<file path="src/rtl/irq_ctx_pkg.sv">
package irq_ctx_pkg;

  // Event decided in one cycle and turned into strobes the next cycle.
  typedef enum logic [1:0] {
    EV_NONE   = 2'd0,
    EV_ENTER  = 2'd1,
    EV_RETURN = 2'd2
  } ctx_ev_e;

  // Shadowed data slots besides the program counter: 0 = W, 1 = status, 2 = FSR.
  localparam int NUM_SLOT = 3;

endpackage

</file>
<file path="src/rtl/irq_pend_ctl.sv">
module irq_pend_ctl
  import irq_ctx_pkg::*;
#(
  parameter int N_SRC = 2
) (
  input  logic             clk,
  input  logic             rst_n,
  input  logic [N_SRC-1:0] req_i,
  input  logic             ibnd_i,
  input  logic             reti_i,
  output ctx_ev_e          ev_o,
  output logic             active_o
);

  logic pend_q, pend_d, pend_en;
  logic act_q, act_d, act_en;
  logic any_req, take, leave;

  always_comb begin
    any_req = |req_i;
    take    = ibnd_i & ~act_q & (pend_q | any_req);
    leave   = reti_i & act_q;
    // A request in the entry cycle merges into the entry being taken.
    pend_d  = take ? 1'b0 : (pend_q | any_req);
    pend_en = take | any_req;
    act_d   = take;
    act_en  = take | leave;
    if (take)       ev_o = EV_ENTER;
    else if (leave) ev_o = EV_RETURN;
    else            ev_o = EV_NONE;
  end

  always_ff @(posedge clk or negedge rst_n) begin
    if (!rst_n) begin
      pend_q <= 1'b0;
      act_q  <= 1'b0;
    end else begin
      if (pend_en) pend_q <= pend_d;
      if (act_en)  act_q  <= act_d;
    end
  end

  assign active_o = act_q;

endmodule

</file>
<file path="src/rtl/ctx_shadow_bank.sv">
module ctx_shadow_bank #(
  parameter int PC_W = 11,
  parameter int DW   = 8,
  parameter int NUM  = 3
) (
  input  logic                    clk,
  input  logic                    rst_n,
  input  logic                    cap_i,
  input  logic [PC_W-1:0]         pc_i,
  input  logic [NUM-1:0][DW-1:0]  dat_i,
  output logic [PC_W-1:0]         sh_pc_o,
  output logic [NUM-1:0][DW-1:0]  sh_dat_o
);

  logic [PC_W-1:0] pc_q, pc_d;

  always_comb pc_d = cap_i ? pc_i : pc_q;

  always_ff @(posedge clk or negedge rst_n) begin
    if (!rst_n) pc_q <= '0;
    else if (cap_i) pc_q <= pc_d;
  end

  assign sh_pc_o = pc_q;

  for (genvar g = 0; g < NUM; g++) begin : g_slot
    logic [DW-1:0] slot_q, slot_d;

    always_comb slot_d = cap_i ? dat_i[g] : slot_q;

    always_ff @(posedge clk or negedge rst_n) begin
      if (!rst_n) slot_q <= '0;
      else if (cap_i) slot_q <= slot_d;
    end

    assign sh_dat_o[g] = slot_q;
  end

endmodule

</file>
<file path="src/rtl/irq_out_stage.sv">
module irq_out_stage
  import irq_ctx_pkg::*;
#(
  parameter int PC_W     = 11,
  parameter int DW       = 8,
  parameter int NUM      = 3,
  parameter int VEC_ADDR = 0
) (
  input  logic                    clk,
  input  logic                    rst_n,
  input  ctx_ev_e                 ev_i,
  input  logic [PC_W-1:0]         sh_pc_i,
  input  logic [NUM-1:0][DW-1:0]  sh_dat_i,
  output logic                    pc_load_o,
  output logic                    ctx_load_o,
  output logic [PC_W-1:0]         pc_val_o,
  output logic [NUM-1:0][DW-1:0]  dat_o
);

  localparam logic [PC_W-1:0] VEC = PC_W'(VEC_ADDR);

  logic                   pcl_d, ctl_d, pcv_en, dat_en;
  logic [PC_W-1:0]        pcv_d;
  logic [NUM-1:0][DW-1:0] dat_d;

  always_comb begin
    pcl_d  = (ev_i != EV_NONE);
    ctl_d  = (ev_i == EV_RETURN);
    pcv_en = (ev_i != EV_NONE);
    dat_en = (ev_i == EV_RETURN);
    pcv_d  = (ev_i == EV_ENTER) ? VEC : sh_pc_i;
    dat_d  = sh_dat_i;
  end

  always_ff @(posedge clk or negedge rst_n) begin
    if (!rst_n) begin
      pc_load_o  <= 1'b0;
      ctx_load_o <= 1'b0;
      pc_val_o   <= '0;
      dat_o      <= '0;
    end else begin
      pc_load_o  <= pcl_d;
      ctx_load_o <= ctl_d;
      if (pcv_en) pc_val_o <= pcv_d;
      if (dat_en) dat_o    <= dat_d;
    end
  end

endmodule

</file>
<file path="src/rtl/irq_ctx_shadow.sv">
module irq_ctx_shadow
  import irq_ctx_pkg::*;
#(
  parameter int PC_W     = 11,
  parameter int DW       = 8,
  parameter int N_SRC    = 2,
  parameter int VEC_ADDR = 0
) (
  input  logic             clk,
  input  logic             rst_n,
  input  logic [N_SRC-1:0] irq_req_i,
  input  logic             ibnd_i,
  input  logic             reti_i,
  input  logic [PC_W-1:0]  pc_i,
  input  logic [DW-1:0]    w_i,
  input  logic [DW-1:0]    status_i,
  input  logic [DW-1:0]    fsr_i,
  output logic             pc_load_o,
  output logic [PC_W-1:0]  pc_val_o,
  output logic             ctx_load_o,
  output logic [DW-1:0]    w_o,
  output logic [DW-1:0]    status_o,
  output logic [DW-1:0]    fsr_o
);

  logic [1:0] rst_pipe;
  logic       rst_sync_n;

  always_ff @(posedge clk or negedge rst_n) begin
    if (!rst_n) rst_pipe <= 2'b00;
    else        rst_pipe <= {rst_pipe[0], 1'b1};
  end

  assign rst_sync_n = rst_pipe[1];

  ctx_ev_e                     ev;
  logic                        active;
  logic [PC_W-1:0]             sh_pc;
  logic [NUM_SLOT-1:0][DW-1:0] sh_dat, live_dat, out_dat;

  assign live_dat = {fsr_i, status_i, w_i};

  irq_pend_ctl #(.N_SRC(N_SRC)) u_pend (
    .clk      (clk),
    .rst_n    (rst_sync_n),
    .req_i    (irq_req_i),
    .ibnd_i   (ibnd_i),
    .reti_i   (reti_i),
    .ev_o     (ev),
    .active_o (active)
  );

  ctx_shadow_bank #(.PC_W(PC_W), .DW(DW), .NUM(NUM_SLOT)) u_bank (
    .clk      (clk),
    .rst_n    (rst_sync_n),
    .cap_i    (ev == EV_ENTER),
    .pc_i     (pc_i),
    .dat_i    (live_dat),
    .sh_pc_o  (sh_pc),
    .sh_dat_o (sh_dat)
  );

  irq_out_stage #(.PC_W(PC_W), .DW(DW), .NUM(NUM_SLOT), .VEC_ADDR(VEC_ADDR)) u_out (
    .clk        (clk),
    .rst_n      (rst_sync_n),
    .ev_i       (ev),
    .sh_pc_i    (sh_pc),
    .sh_dat_i   (sh_dat),
    .pc_load_o  (pc_load_o),
    .ctx_load_o (ctx_load_o),
    .pc_val_o   (pc_val_o),
    .dat_o      (out_dat)
  );

  assign w_o      = out_dat[0];
  assign status_o = out_dat[1];
  assign fsr_o    = out_dat[2];

endmodule

</file>
<file path="config.mk">
export PLATFORM = sky130hd
export DESIGN_NAME = irq_ctx_shadow
export DESIGN_NICKNAME = d
export VERILOG_FILES = /design/src/rtl/irq_ctx_pkg.sv /design/src/rtl/irq_pend_ctl.sv /design/src/rtl/ctx_shadow_bank.sv /design/src/rtl/irq_out_stage.sv /design/src/rtl/irq_ctx_shadow.sv
export SDC_FILE = /design/constraint.sdc
export NUM_CORES = 1
export LEC_CHECK = 0
export BUFFER_PORTS_ARGS = -buffer_cell sky130_fd_sc_hd__clkbuf_2
export CORE_MARGIN = 10
export CORE_UTILIZATION = 47
export DETAILED_ROUTE_END_ITERATION = 16
export MAX_ROUTING_LAYER = met4
export PLACE_DENSITY = 0.75
export SYNTH_ARGS = -nofsm -noshare
export SYNTH_HDL_FRONTEND = slang
export SYNTH_SLANG_ARGS = --single-unit
</file>
<file path="constraint.sdc">
create_clock -name clk -period 2.1 [get_ports clk]
set_input_delay 0.21 -clock clk [delete_from_list [all_inputs] [get_ports clk]]
set_output_delay 0.21 -clock clk [all_outputs]
set_load 0.01 [all_outputs]
</file>
==> results of run 1 <==
power groups by stage:
stage,Clock [W],Sequential [W],Combinational [W]
2_1_floorplan,0,0.00224,0.000584
4_1_cts,0.00100,0.00214,0.00112
5_1_grt,0.00107,0.00220,0.00123
3_5_place_dp,0,0.00216,0.00112
6_report,0.000974,0.00214,0.00109
3_3_place_gp,0,0.00215,0.00108
metal layers:
metal	track usage, %	part of all wire (%)
met2	18.5	45
met4	5.29	0.75
met5	-	0
met3	5.05	7.8
met1	16.7	47
cell families after synthesis:
logic type	count (synthesis)
AND/OR/NAND/NOR	98
flip-flops	76
multiplexers	35
AO/OA/AOI/OAI	14
buffers and inverters	12
other	1
stage by stage:
stage | instances | util, % | cell area, um^2 | setup WS [ns] | hold WS, ns
final | 401 | 60.1 | 3640 | 0.679 | 0.0989
after CTS | 401 | 60.1 | 3640 | 0.658 | 0.0842
after global placement | 384 | 57.1 | 3460 | 0.702 | -0.00283
after detailed placement | 384 | 57.1 | 3460 | 0.663 | -0.00167
after global routing | 401 | 60.1 | 3640 | 0.487 | 0.0841
after floorplan | 236 | - | 2990 | 0.752 | -0.0856
sequential cells by signal, indices dropped and copies added (netlist names):
name	count
u_pend.pend_q	1
u_out.ctx_load_o	1
u_pend.active_o	1
u_out.pc_load_o	1
u_out.dat_o	24
u_bank.g_slot.slot_q	24
u_out.pc_val_o	11
u_bank.sh_pc_o	11
rst_pipe	2
cell type report:
class | instances | share of cell area (%)
clock buffer | 14 | 4.46
clock inverter | 2 | 0.275
inverter | 2 | 0.206
multi-input combinational | 148 | 27.1
sequential | 76 | 52.3
tap | 75 | 2.57
timing repair buffer | 84 | 13.1
worst max-delay path by stage:
stage,slack (ns),start,endpoint
global placement,0.70,u_pend.active_o,u_bank.sh_pc_o[4]
CTS,0.66,u_pend.active_o,u_out.pc_val_o[0]
detailed placement,0.66,u_pend.active_o,u_out.pc_val_o[1]
global route,0.49,u_pend.active_o,u_out.pc_val_o[2]
floorplan,0.75,u_pend.active_o,u_bank.g_slot[0].slot_q[0]
finish,0.68,u_pend.active_o,u_bank.sh_pc_o[10]
synthesized netlist by cell type (all sizes together):
cell,count
nand2,95
dfrtp,76
mux2,35
o21ai,12
buf,5
clkbuf,5
a21oi,1
clkinv,1
conb,1
inv,1
nand2b,1
nor2,1
nor3,1
o22ai,1
==> flow_summary_export.csv, run 1 <==
group,metric,value,unit
sta,setup-violations-final,0,
power_and_ir_drop,power_switching,0.00125,W
synth,synth_area,0.00299,mm^2
global_route,overflow,0,
worst_setup_path,crit_path_cell_trace,"nand2b_4, nor2_8, buf_12, mux2_2",
worst_setup_path,worst-path-max-fanout,33,
power_and_ir_drop,leakagePower,1.91,nW
die,core,0.00606,mm^2
layout,antenna-diode-count,0,
clock_network,cts_made_buffers,9,
die,dieArea,0.00994,mm^2
worst_setup_path,path_depth,4,
drt,drtPass1Iterations,4,
worst_setup_path,cp-start-kind,"flop",
clock_network,clkSinkCount,76,
layout,area_growth,22.0,%
die,fp.dieH,99.7,um
worst_setup_path,arrival,1.63,ns
layout,layout_common_cells,"nand2_1, clkbuf_2, dfrtp_1, mux2_4, o21ai_0",
die,die_w,99.7,um
power_and_ir_drop,comb_power_share,25.9,%
drt,antenna_left,0,
synth,synthCells,236,
sta,fin_crit,1.42,ns
layout,seqCellArea,0.00191,mm^2
clock_network,cts_tree,"done",
layout,nets,362,
place,io_buffers,77,
worst_setup_path,critical_path_buf_inv_count,1,
place,gp_congestion,0.751,
layout,drive_above_1_share,41.7,%
drt,avgRoutedWirePerCell,15.3,um
synth,synth_top_family_by_area,"multiplexers",
sta,maxSlewViolCount,0,
worst_setup_path,r2r-start,"u_pend.active_o",
clock_network,cts_max_level,3,
power_and_ir_drop,internal-power,0.00295,W
global_route,grt_max_degree,45,
die,boundaryPins,78,
global_route,grt_pass1_vias,2134,
synth,synth-seq-cells,76,
place,hpwlAfterDp,4340,um
synth,synthAdderAreaFrac,0,%
clock_network,worstSkewPairLatency,0.33,ns
drt,vias,1901,
synth,synth_area_leader_cell,"dfrtp_1",
sta,skew,0.0109,ns
power_and_ir_drop,total_power,0.00420,W
clock_network,ctsResizeCount,0,
power_and_ir_drop,p_per_area,1150,mW/mm^2
worst_setup_path,critPathTopFamily,"flip-flops",
worst_setup_path,cpPeakStageDelay,0.41,ns
min_path,whs_path_depth,2,
clock_network,clk_pin_slew,0.07,ns
sta,period_share,67.7,%
drt,routed_wl,6120,um
drt,drt_iter0_drc,49,
worst_setup_path,crit_type,"flop to flop",
clock_network,post_cts_buffers,0,
run_status,status,"finished clean",
worst_setup_path,r2r_slack,0.68,ns
layout,multi_input_area,987,um^2
global_route,grt_pass1_wl,10300,um
synth,synth_area_leaders,"dfrtp_1, mux2_4, nand2_1, mux2_2, buf_12",
synth,synth_top_area_share,63.7,%
synth,muxShareOfSynthArea,16.8,%
job,max_cap_violations,0,
clock_network,cts-root-buf,"clkbuf_8",
drt,post-route-drc-count,0,
worst_setup_path,r2r_end,"u_bank.sh_pc_o[10]",
global_route,grt_util_all_layers,13.2,%
worst_setup_path,ff2ff_path_depth,4,
sta,fmaxAchievable,704,MHz
sta,rsz0062_at_grt,"false",
sta,setup_tns,0,ns
layout,fillCellCount,515,
synth,synth_xor_area_share,0,%
drt,drt-vias-per-instance,4.74,
synth,ys_seq_area_share,63.7,%
min_path,hold_start,"ibnd_i",
clock_network,cts_hold_buf,1,
die,initial_utilization,49.3,%
synth,yosys.area_share.simple,13.7,%
synth,synth-compound-area-share,2.39,%
power_and_ir_drop,p_seq_share,50.9,%
layout,layout_commonest_cell,"nand2_1",
min_path,hp-class,"input pin to flop",
min_path,holdPathEnd,"u_pend.pend_q",
power_and_ir_drop,switching_share,29.8,%
synth,syn_nets,277,
global_route,antenna_found_initial,0,
die,rows,28,
clock_network,clk_path_buf_depth,2,
synth,synth_cell_types,18,
worst_setup_path,cp.required,2.31,ns
synth,yosys_warnings,0,
power_and_ir_drop,peakVddDrop,0.599,mV
worst_setup_path,cp_slowest_cell,"dfrtp_1",
synth,avgSynthCellArea,12.7,um^2
power_and_ir_drop,clockPowerShare,23.2,%
worst_setup_path,end_kind,"flop",
sta,finalHoldViolations,0,
No activity file was read; power rests on OpenSTA's default activity.
==> inputs of run 2 (changes only) <==
clock period = 1.21 ns   (was 2.1 ns; I/O delays follow)
==> flow_summary_export.csv, run 2 (synthesis gave the netlist of run 1 again) <==
group,metric,value,unit
power_and_ir_drop,internal-power,0.00560,W
drt,antenna_left,0,
sta,setup-violations-final,40,
global_route,overflow,0,
sta,rsz0062_at_grt,"true",
drt,vias,2014,
layout,drive_above_1_share,42.9,%
clock_network,clk_pin_slew,0.08,ns
clock_network,cts_made_buffers,9,
sta,fin_crit,1.34,ns
sta,fmaxAchievable,744,MHz
layout,layout_common_cells,"nand2_1, clkbuf_2, dfrtp_1, mux2_4, dlygate4sd3_1",
clock_network,clk_path_buf_depth,2,
clock_network,cts_tree,"done",
drt,post-route-drc-count,0,
worst_setup_path,ff2ff_path_depth,4,
die,boundaryPins,78,
drt,drt-vias-per-instance,4.69,
layout,reg_top3,"u_bank.g_slot.slot_q (24), u_out.dat_o (24)",
global_route,grt_pass1_vias,2218,
sta,finalHoldViolations,0,
power_and_ir_drop,clockPowerShare,26.9,%
power_and_ir_drop,p_seq_share,46.8,%
global_route,grt_pass1_wl,10900,um
worst_setup_path,crit_type,"flop to flop",
layout,layout_commonest_cell,"nand2_1",
power_and_ir_drop,leakagePower,2.07,nW
global_route,grt_max_degree,43,
worst_setup_path,end_kind,"flop",
place,io_buffers,77,
drt,routed_wl,6470,um
place,hpwlAfterDp,4540,um
layout,area_growth,34.7,%
power_and_ir_drop,peakVddDrop,1.24,mV
drt,drtPass1Iterations,4,
clock_network,cts-root-buf,"clkbuf_8",
worst_setup_path,cp-start-kind,"flop",
place,pre_cts_ws,-0.113,ns
place,gp_congestion,0.729,
drt,drt_iter0_drc,49,
run_status,violations,"negative setup slack",
worst_setup_path,arrival,1.57,ns
clock_network,clkSinkCount,76,
layout,nets,390,
clock_network,cts_max_level,3,
global_route,grt_util_all_layers,13.9,%
place,placed_area,0.00353,mm^2
power_and_ir_drop,comb_power_share,26.3,%
die,dieArea,0.00994,mm^2
die,rows,28,
sta,period_share,111,%
sta,fin_ws,-0.135,ns
min_path,hp-class,"input pin to flop",
sta,skew,0.00822,ns
power_and_ir_drop,switching_share,29.3,%
min_path,whs_path_depth,2,
die,fp.dieH,99.7,um
job,max_cap_violations,0,
drt,avgRoutedWirePerCell,15.1,um
layout,final_area,0.00402,mm^2
power_and_ir_drop,p_per_area,1970,mW/mm^2
die,die_w,99.7,um
die,initial_utilization,49.3,%
worst_setup_path,cp.required,1.44,ns
sta,maxSlewViolCount,0,
layout,antenna-diode-count,0,
worst_setup_path,worst-path-max-fanout,19,
clock_network,worstSkewPairLatency,0.34,ns
power_and_ir_drop,power_switching,0.00232,W
run_status,status,"complete, but fails checks",
die,core,0.00606,mm^2
global_route,antenna_found_initial,0,
==> run 2: cell count changes in the layout (fill, tap and decap cells not counted), sizes merged <==
cell	change
buf	+10
clkinvlp	+4
dlygate4sd3	+17
clkbuf	-3
bufinv	+2
clkinv	-2
==> run 2: final timing paths <==
path                       slack, ns       startpoint                         end
max                            -0.13  u_pend.active_o           u_bank.sh_pc_o[2]
min                             0.01         fsr_i[2]  u_bank.g_slot[2].slot_q[2]
max reg2reg                    -0.13  u_pend.active_o           u_bank.sh_pc_o[2]
min reg2reg                     0.28      rst_pipe[1]          u_out.pc_val_o[10]
max in group asynchronous       0.56      rst_pipe[1]  u_bank.g_slot[2].slot_q[5]
min in group asynchronous       0.09            rst_n                 rst_pipe[1]
==> run 2: cell type report <==
cell class,count,area [um^2]
well taps,75,93.8
fillers,471,2040
clock buffers,10,138
inverters,2,11.3
multi-input cells,148,1010
clock inverters,6,87.6
repair buffers,112,781
flip-flops and latches,76,1910
==> run 2: power groups by stage <==
| stage | logic, W | clock network [W] | registers [W] |
|---|---|---|---|
| after global placement | 0.00195 | 0 | 0.00372 |
| after detailed placement | 0.00201 | 0 | 0.00373 |
| after global routing | 0.00234 | 0.00230 | 0.00380 |
| after CTS | 0.00207 | 0.00219 | 0.00370 |
| after floorplan | 0.00101 | 0 | 0.00390 |
| final | 0.00208 | 0.00213 | 0.00371 |
==> run 2: through the flow <==
stage,utilization [%],std cells,power (W),setup TNS (ns),hold WS [ns]
after floorplan,-,236,0.00491,-3.29,-0.175
after global placement,58.3,392,0.00566,-2.64,-0.0935
after detailed placement,58.3,392,0.00575,-3.29,-0.0891
after CTS,64.9,425,0.00796,-3.72,0.000311
after global routing,66.4,429,0.00843,-8.21,0.00405
final,66.4,429,0.00792,-3.72,0.0138
==> run 2: critical path: stages (launching register included) <==
cell and delay, ns:
dfrtp_1 0.39, nand2b_4 0.17, nor2_8 0.14, buf_12 0.17, mux2_2 0.35
==> run 2: layer usage <==
layer / up-vias / part of all wire, % / GRT usage, %
met3: 6 / 6.3 / 5.74
met2: 56 / 49 / 22.0
met1: 965 / 44 / 16.3
met4: 0 / 0.66 / 2.98
met5: - / 0 / -
li1: 987 / - / -
==> run 2: timing repair <==
item | 4_1_cts | 5_1_grt
setup endpoints to repair | 46 | 61
hold buffers | 16 | 2
endpoints found under the hold margin | 17 | 2
cloned | 0 | 1
buffers inserted | 1 | 1
resized for setup | 2 | 10
==> inputs of run 3 (changes only) <==
RECOVER_POWER = 100   (was not set)
==> flow_summary_export.csv, run 3 (synthesis gave the netlist of run 1 again) <==
group,metric,value,unit
worst_setup_path,critPathTopFamily,"flip-flops",
worst_setup_path,end_kind,"flop",
die,fp.dieH,99.7,um
place,hpwlAfterDp,4540,um
drt,avgRoutedWirePerCell,15.2,um
place,pre_cts_ws,-0.113,ns
clock_network,worstSkewPairLatency,0.34,ns
sta,fmaxAchievable,743,MHz
worst_setup_path,cpPeakStageDelay,0.40,ns
die,rows,28,
power_and_ir_drop,p_per_area,1980,mW/mm^2
drt,routed.top_layer,"met4",
clock_network,cts-root-buf,"clkbuf_8",
layout,layout_commonest_cell,"nand2_1",
sta,worst_pin_slew,0.757,ns
clock_network,cts_max_level,3,
global_route,grt_pass1_wl,10900,um
global_route,overflow,0,
worst_setup_path,crit_type,"flop to flop",
layout,final_area,0.00395,mm^2
layout,layout_common_cells,"nand2_1, dfrtp_1, clkbuf_2, clkbuf_1, mux2_4",
sta,fin_hold_ws,0.0139,ns
power_and_ir_drop,total_power,0.00781,W
place,io_buffers,77,
layout,final_cells,429,
place,placed_area,0.00353,mm^2
layout,reg_top3,"u_bank.g_slot.slot_q (24), u_out.dat_o (24)",
drt,drt-vias-per-instance,4.74,
layout,antenna-diode-count,0,
sta,fin_ws,-0.136,ns
worst_setup_path,crit_path_cell_trace,"nand2b_4, nor2_8, buf_12, mux2_2",
job,max_cap_violations,0,
place,placed_cells,392,
clock_network,clk_pin_slew,0.08,ns
sta,maxSlewViolCount,0,
drt,post-route-drc-count,0,
worst_setup_path,critical_path_buf_inv_count,1,
min_path,hp-class,"input pin to flop",
drt,drtPass1Iterations,4,
sta,period_share,111,%
layout,nets,390,
sta,skew,0.00782,ns
clock_network,cts_tree,"done",
global_route,grt_util_all_layers,13.9,%
worst_setup_path,cp_slowest_cell,"dfrtp_1",
global_route,grt_pass1_vias,2218,
die,dieArea,0.00994,mm^2
sta,rsz0062_at_grt,"true",
sta,finalHoldViolations,0,
drt,wl_met1,2860,um
run_status,status,"complete, but fails checks",
worst_setup_path,arrival,1.57,ns
sta,setup-violations-final,46,
worst_setup_path,cp-start-kind,"flop",
drt,wl_met2,3170,um
clock_network,clk_path_buf_depth,2,
layout,fillCellCount,494,
layout,area_growth,32.3,%
die,core,0.00606,mm^2
die,initial_utilization,49.3,%
place,gp_congestion,0.729,
die,die_w,99.7,um
drt,routed_wl,6530,um
sta,relSlewSlack,49.5,%
global_route,grt_max_degree,43,
clock_network,cts_made_buffers,9,
die,boundaryPins,78,
drt,drt_iter0_drc,44,
drt,dr_wl_met3,456,um
worst_setup_path,cp.required,1.44,ns
layout,drive_above_1_share,32.2,%
drt,vias,2033,
clock_network,clkSinkCount,76,
power_and_ir_drop,leakagePower,1.94,nW
global_route,antenna_found_initial,0,
power_and_ir_drop,peakVddDrop,1.22,mV
run_status,violations,"negative setup slack",
worst_setup_path,worst-path-max-fanout,19,
sta,fin_crit,1.35,ns
drt,antenna_left,0,
[run 3: changes by cell type in the layout (fill, tap and decap cells not counted), sizes merged]
cell    delta
buf        -3
clkbuf     +3
[run 3: path summary, 6_finish.rpt]
| check | from | end | slack [ns] | cells past startpoint |
|---|---|---|---|---|
| max | u_pend.active_o | u_bank.sh_pc_o[2] | -0.14 | 4 |
| min | fsr_i[2] | u_bank.g_slot[2].slot_q[2] | 0.01 | 2 |
| max reg2reg | u_pend.active_o | u_bank.sh_pc_o[2] | -0.14 | 4 |
| min reg2reg | rst_pipe[0] | rst_pipe[1] | 0.35 | 0 |
| max in group asynchronous | rst_pipe[1] | u_bank.g_slot[2].slot_q[5] | 0.25 | 1 |
| min in group asynchronous | rst_n | rst_pipe[1] | 0.09 | 2 |
[run 3: layer usage]
metal | global-route usage, % | vias to the layer above
met2 | 22.0 | 60
met5 | - | -
met3 | 5.74 | 6
met4 | 2.98 | 0
li1 | - | 989
met1 | 16.3 | 978
[run 3: layout make-up]
class / count / area (um^2) / area share, %
sequential: 76 / 1910 / 48.2
timing repair buffer: 112 / 709 / 17.9
inverter: 2 / 11.3 / 0.285
clock inverter: 6 / 87.6 / 2.22
clock buffer: 10 / 138 / 3.48
multi-input combinational: 148 / 1010 / 25.5
tap: 75 / 93.8 / 2.37
[run 3: repair_timing]
action,4_1_cts,5_1_grt
resized for setup,2,10
setup buffers,1,1
hold buffers,16,2
hold endpoints to repair,17,2
cloned,0,1
setup endpoints to repair,46,61
pin swaps,0,0
[run 3: worst register-to-register path, stage by stage (launching register included)]
cell and delay [ns]:
dfrtp_1 0.40, nand2b_4 0.17, nor2_8 0.14, buf_12 0.17, mux2_2 0.35
[run 3: metrics by stage]
step / TNS (ns) / util (%)
6_report: -3.76 / 65.2
5_1_grt: -8.10 / 65.2
4_1_cts: -3.72 / 64.9
3_5_place_dp: -3.29 / 58.3
3_3_place_gp: -2.64 / 58.3
2_1_floorplan: -3.29 / -
[run 3: where the power goes]
| part | switching [W] | total, W | internal, W |
|---|---|---|---|
| clock network | 0.000920 | 0.00213 | 0.00121 |
| registers | 0.000423 | 0.00371 | 0.00328 |
| logic | 0.000980 | 0.00197 | 0.000986 |
